File: src/rtl/hc_irq_pkg.sv
package hc_irq_pkg;

  localparam int unsigned REG_W  = 32;
  localparam int unsigned OFS_W  = 2;

  // Event source bit positions (bit order is decoded by software)
  localparam int unsigned SRC_SCHED_OVR  = 0;
  localparam int unsigned SRC_DONE_WB    = 1;
  localparam int unsigned SRC_FRAME_ST   = 2;
  localparam int unsigned SRC_RESUME     = 3;
  localparam int unsigned SRC_FATAL      = 4;
  localparam int unsigned SRC_FNUM_WRAP  = 5;
  localparam int unsigned SRC_HUB_CHG    = 6;
  localparam int unsigned SRC_OWNER_CHG  = 30;
  localparam int unsigned GATE_POS       = 31;

  localparam logic [REG_W-1:0] SRC_MASK_DEF =
      (REG_W'(1) << SRC_SCHED_OVR) | (REG_W'(1) << SRC_DONE_WB)  |
      (REG_W'(1) << SRC_FRAME_ST)  | (REG_W'(1) << SRC_RESUME)   |
      (REG_W'(1) << SRC_FATAL)     | (REG_W'(1) << SRC_FNUM_WRAP)|
      (REG_W'(1) << SRC_HUB_CHG)   | (REG_W'(1) << SRC_OWNER_CHG);

  typedef enum logic [OFS_W-1:0] {
    OFS_STATUS = 2'd0,
    OFS_EN_SET = 2'd1,
    OFS_EN_CLR = 2'd2,
    OFS_SPARE  = 2'd3
  } irq_ofs_e;

endpackage

File: src/rtl/hc_irq_status.sv
module hc_irq_status #(
  parameter int unsigned        DATA_W   = 32,
  parameter logic [DATA_W-1:0]  SRC_MASK = '0
) (
  input  logic              clk,
  input  logic              rst,
  input  logic [DATA_W-1:0] evt,
  input  logic              clr_we,
  input  logic [DATA_W-1:0] clr_data,
  output logic [DATA_W-1:0] stat_q,
  output logic [DATA_W-1:0] stat_nxt
);

  for (genvar i = 0; i < DATA_W; i++) begin : g_bit
    // event has priority over a same-cycle acknowledge
    assign stat_nxt[i] = SRC_MASK[i] &
                         (evt[i] | (stat_q[i] & ~(clr_we & clr_data[i])));

    always_ff @(posedge clk) begin
      if (rst) stat_q[i] <= 1'b0;
      else     stat_q[i] <= stat_nxt[i];
    end
  end

endmodule

File: src/rtl/hc_irq_enable.sv
module hc_irq_enable #(
  parameter int unsigned        DATA_W  = 32,
  parameter logic [DATA_W-1:0]  EN_MASK = '1,
  parameter logic [DATA_W-1:0]  EN_RST  = '0
) (
  input  logic              clk,
  input  logic              rst,
  input  logic              set_we,
  input  logic              clr_we,
  input  logic [DATA_W-1:0] wdata,
  output logic [DATA_W-1:0] en_q,
  output logic [DATA_W-1:0] en_nxt
);

  always_comb begin
    en_nxt = en_q;
    if (set_we)      en_nxt = (en_q | wdata) & EN_MASK;
    else if (clr_we) en_nxt = en_q & ~wdata;
  end

  always_ff @(posedge clk) begin
    if (rst) en_q <= EN_RST;
    else     en_q <= en_nxt;
  end

endmodule

File: src/rtl/hc_irq_out.sv
module hc_irq_out
  import hc_irq_pkg::*;
#(
  parameter int unsigned DATA_W   = 32,
  parameter int unsigned GATE_BIT = 31
) (
  input  logic              clk,
  input  logic              rst,
  input  logic [DATA_W-1:0] stat_q,
  input  logic [DATA_W-1:0] en_q,
  input  logic [DATA_W-1:0] stat_nxt,
  input  logic [DATA_W-1:0] en_nxt,
  input  logic [OFS_W-1:0]  addr,
  output logic              irq_o,
  output logic [DATA_W-1:0] rdata
);

  logic              irq_nxt;
  logic [DATA_W-1:0] rd_mux;

  // evaluated on the next-state words so the line moves at the same edge
  assign irq_nxt = en_nxt[GATE_BIT] & (|(stat_nxt & en_nxt));

  always_comb begin
    unique case (irq_ofs_e'(addr))
      OFS_STATUS:             rd_mux = stat_q;
      OFS_EN_SET, OFS_EN_CLR: rd_mux = en_q;
      default:                rd_mux = '0;
    endcase
  end

  always_ff @(posedge clk) begin
    if (rst) begin
      irq_o <= 1'b0;
      rdata <= '0;
    end else begin
      irq_o <= irq_nxt;
      rdata <= rd_mux;
    end
  end

endmodule

File: src/rtl/hc_irq_aggregator.sv
module hc_irq_aggregator
  import hc_irq_pkg::*;
#(
  parameter int unsigned        DATA_W   = REG_W,
  parameter logic [DATA_W-1:0]  SRC_MASK = SRC_MASK_DEF,
  parameter int unsigned        GATE_BIT = GATE_POS
) (
  input  logic              clk,
  input  logic              rst,
  input  logic [DATA_W-1:0] evt_i,
  input  logic              reg_we,
  input  logic [OFS_W-1:0]  reg_addr,
  input  logic [DATA_W-1:0] reg_wdata,
  output logic [DATA_W-1:0] reg_rdata,
  output logic              irq_o
);

  localparam logic [DATA_W-1:0] GATE_ONE = DATA_W'(1) << GATE_BIT;
  localparam logic [DATA_W-1:0] EN_MASK  = SRC_MASK | GATE_ONE;

  logic              wr_stat, wr_set, wr_clr;
  logic [DATA_W-1:0] stat_q, stat_nxt, en_q, en_nxt;

  assign wr_stat = reg_we && (irq_ofs_e'(reg_addr) == OFS_STATUS);
  assign wr_set  = reg_we && (irq_ofs_e'(reg_addr) == OFS_EN_SET);
  assign wr_clr  = reg_we && (irq_ofs_e'(reg_addr) == OFS_EN_CLR);

  hc_irq_status #(.DATA_W(DATA_W), .SRC_MASK(SRC_MASK)) u_status (
    .clk      (clk),
    .rst      (rst),
    .evt      (evt_i),
    .clr_we   (wr_stat),
    .clr_data (reg_wdata),
    .stat_q   (stat_q),
    .stat_nxt (stat_nxt)
  );

  hc_irq_enable #(.DATA_W(DATA_W), .EN_MASK(EN_MASK), .EN_RST(GATE_ONE)) u_enable (
    .clk    (clk),
    .rst    (rst),
    .set_we (wr_set),
    .clr_we (wr_clr),
    .wdata  (reg_wdata),
    .en_q   (en_q),
    .en_nxt (en_nxt)
  );

  hc_irq_out #(.DATA_W(DATA_W), .GATE_BIT(GATE_BIT)) u_out (
    .clk      (clk),
    .rst      (rst),
    .stat_q   (stat_q),
    .en_q     (en_q),
    .stat_nxt (stat_nxt),
    .en_nxt   (en_nxt),
    .addr     (reg_addr),
    .irq_o    (irq_o),
    .rdata    (reg_rdata)
  );

endmodule

File: config.mk
export PLATFORM = sky130hd
export DESIGN_NAME = hc_irq_aggregator
export DESIGN_NICKNAME = d
export VERILOG_FILES = /design/src/rtl/hc_irq_pkg.sv /design/src/rtl/hc_irq_status.sv /design/src/rtl/hc_irq_enable.sv /design/src/rtl/hc_irq_out.sv /design/src/rtl/hc_irq_aggregator.sv
export SDC_FILE = /design/constraint.sdc
export NUM_CORES = 1
export LEC_CHECK = 0
export BUFFER_PORTS_ARGS = -buffer_cell sky130_fd_sc_hd__buf_2
export CAP_MARGIN = 25
export CORE_ASPECT_RATIO = 0.6
export CORE_UTILIZATION = 40
export CTS_CLUSTER_SIZE = 30
export DETAILED_ROUTE_END_ITERATION = 7
export PLACE_DENSITY = 0.77
export SYNTH_ARGS = -nofsm -noshare
export SYNTH_HDL_FRONTEND = slang
export SYNTH_SLANG_ARGS = --single-unit
File: constraint.sdc
create_clock -name clk -period 4.7 [get_ports clk]
set_clock_uncertainty 0.1 [all_clocks]
set_input_delay 0.94 -clock clk [delete_from_list [all_inputs] [get_ports clk]]
set_output_delay 0.94 -clock clk [all_outputs]
set_load 0.01 [all_outputs]
==> flow_summary.yaml <==
worst_hold_path:
  min_path_cells: 1
  hold_class: "reg -> reg"
yosys:
  top_cell_types_by_occurrence_after_synthesis: "dfxtp_1 (73), and2_1 (25), nor2_1 (25), and3_1 (23), nand2_1 (23)"
  post-synth-top-count-cell: "dfxtp_1"
  synth-async-reset-ratio: 0
  post_synth_edffs: 0
  syn-instance-count: 244
  syn-num-nets: 317
  syn_std_cell_area_sq_um: 2420
  synth.yosys.seq_area_share: 0.603
  dominantRegCellSynth: "dfxtp_1"
  synth.largest_area_cell: "dfxtp_1"
  ys_seq_elements: 73
  average_cell_area_after_synthesis_sq_um: 9.93
  synth.area.top_cells: "dfxtp_1 (60%), and2_1 (6.5%), and3_1 (5.9%), a22oi_1 (5.0%), nor2_1 (3.9%)"
  synth_cell_types: 26
  yosysWarnings: 0
  synth_top_cell_area_share: 0.603
cells_and_area:
  final-seq-area_sq_um: 1460
  multiInputGateArea_sq_um: 853
  finish.utilization: 0.528
  final_design_area_no_fill_sq_um: 3010
  fin_nets: 390
  share_of_final_layout_standard_cells_stronger_than_drive_strength_1: 0.298
  fillerInstances: 558
  syn_to_final_growth_pct: 24.3
  total_inserted_antenna_cells: 0
grt:
  grt_max_degree: 24
  grt_first_pass_wirelength_um: 8800
  global_route_usage_sum: 0.184
  globalRoute.totalOverflow: 0
  antenna_found_initial: 0
  via_count_of_the_first_global_routing_pass: 1862
die:
  floorplan.initialDensity: 0.425
  placementRows: 21
  floorplan_core_area_sq_um: 5700
  floorplan.die.height_um: 62.3
  ioPinCount: 102
  chipWidth_um: 102
  fp.dieArea_sq_um: 6380
cts:
  clk_pin_slew_worst_paths_ns: 0.07
  clock_tree.htree_level_count: 3
  postcts_setup_bufs: 0
  cts.repair.resized: 0
  tritoncts_clock_tree: "built"
  clock_sinks: 73
  number_of_buffers_created_by_cts: 9
  cts_root_buffer: "clkbuf_8"
  clk_path_buf_depth: 2
  cts-hold-fix-buffers: 0
  clk_latency_ns: 0.34
routing:
  ant_nets: 0
  drc: 0
  wl_per_cell_um: 12.9
  wl_um: 5170
  routed-via-count: 1922
  via_per_inst: 4.78
  detail_route.iter0.violations: 124
  drtPass1Iterations: 4
timing:
  tightest_slew_ns: 0.907
  setup_viol_count_final: 0
  achievable-frequency_mhz: 401
  hold-worst-slack_ns: 0.347
  slew-limit-headroom: 0.395
  final.period_utilization: 0.531
  rsz0062_at_grt: "false"
  final-max-slew-violation-count: 0
  final_hold_viol_count: 0
  finalWorstPathRequiredPeriod_ns: 2.50
  post_route_setup_tns_ns: 0
placement:
  routabilityCongestion: 0.835
  detailedPlacementHpwl_um: 3560
  placement.io_buffers: 77
  placed_area_sq_um: 2820
critical_path:
  crit_path_start_kind: "primary input"
  worstPathArrival_ns: 2.63
  timing.critical_path.to_type: "flop"
  crit_required_ns: 4.83
  r2r_setup_slack_ns: 3.42
  worstRegToRegCells: 4
  critPathMaxFanout: 23
  critical_path_class: "in -> reg"
power_and_ir_drop:
  total_leakage_power_nw: 1.43
  max-vdd-ir-drop_mv: 0.206
  power.density_cell_area_nw_per_um2: 392
run:
  max_cap_viol_count: 0
status:
  status: "completed"
worst max-delay path, stage by stage:
cell,delay [ns]
buf_2,0.12
inv_1,0.07
ha_1,0.38
and2_1,0.79
nand2_1,0.12
and3_1,0.20
final cells by class:
type,count,share of cell area
clock buffer,11,0.0436
clock inverter,5,0.0187
inverter,2,0.00249
multi-input combinational,152,0.283
sequential,73,0.485
tap,80,0.0333
timing repair buffer,79,0.133
cell usage in the layout, fill, tap and decap left out, types with 4 or more instances in the layout:
| cell type | Yosys | final |
|---|---|---|
| clkbuf_8 | 0 | 9 |
| nand2_1 | 23 | 23 |
| o22ai_1 | 4 | 4 |
| and3_1 | 23 | 23 |
| a22oi_1 | 16 | 16 |
| a21oi_1 | 8 | 8 |
| and2_1 | 25 | 25 |
| nor2_1 | 25 | 25 |
| dfxtp_1 | 73 | 73 |
| nand3_1 | 16 | 16 |
| ha_1 | 4 | 4 |
| buf_2 | 4 | 77 |
power breakdown:
part | switching [W] | total (W) | internal, W
logic | 0.0000481 | 0.0000808 | 0.0000327
clock network | 0.000220 | 0.000464 | 0.000244
registers | 0.00000499 | 0.000635 | 0.000630
flip-flops by register name (all words and copies together) (netlist names):
register / flops
u_status.stat_q: 8
u_enable.en_q: 32
u_out.irq_o: 1
u_out.rdata: 32
kinds of logic after synthesis:
family | Yosys count | synth area share
adders and majority gates | 4 | 0.0207
and+or+nand+nor | 119 | 0.252
AOI/OAI and AO/OA | 29 | 0.0801
buffers and inverters | 19 | 0.0444
DFF | 73 | 0.603
per-stage QoR:
step / worst slack, ns / power, W / instances
after global routing: 2.01 / 0.00124 / 402
after detailed placement: 1.80 / 0.000729 / 386
after global placement: 1.87 / 0.000727 / 386
after floorplan: 2.44 / 0.000694 / 244
after CTS: 2.20 / 0.00120 / 402
final: 2.20 / 0.00118 / 402
final timing paths:
check	startpoint	to
worst max-delay path	reg_addr[0]	u_enable.en_q[14]
worst min-delay path	u_enable.en_q[12]	u_out.rdata[12]
worst max register to register	u_enable.en_q[6]	u_out.irq_o
worst min register to register	u_enable.en_q[12]	u_out.rdata[12]
per-layer routing:
layer	global-route usage	vias to the layer above	wire, um
li1	-	968	-
met1	0.253	866	2610
met2	0.249	78	2060
met3	0.0755	10	409
met4	0.0857	0	94
met5	0	-	0
Note: power is estimated with default switching activity, not from simulation.
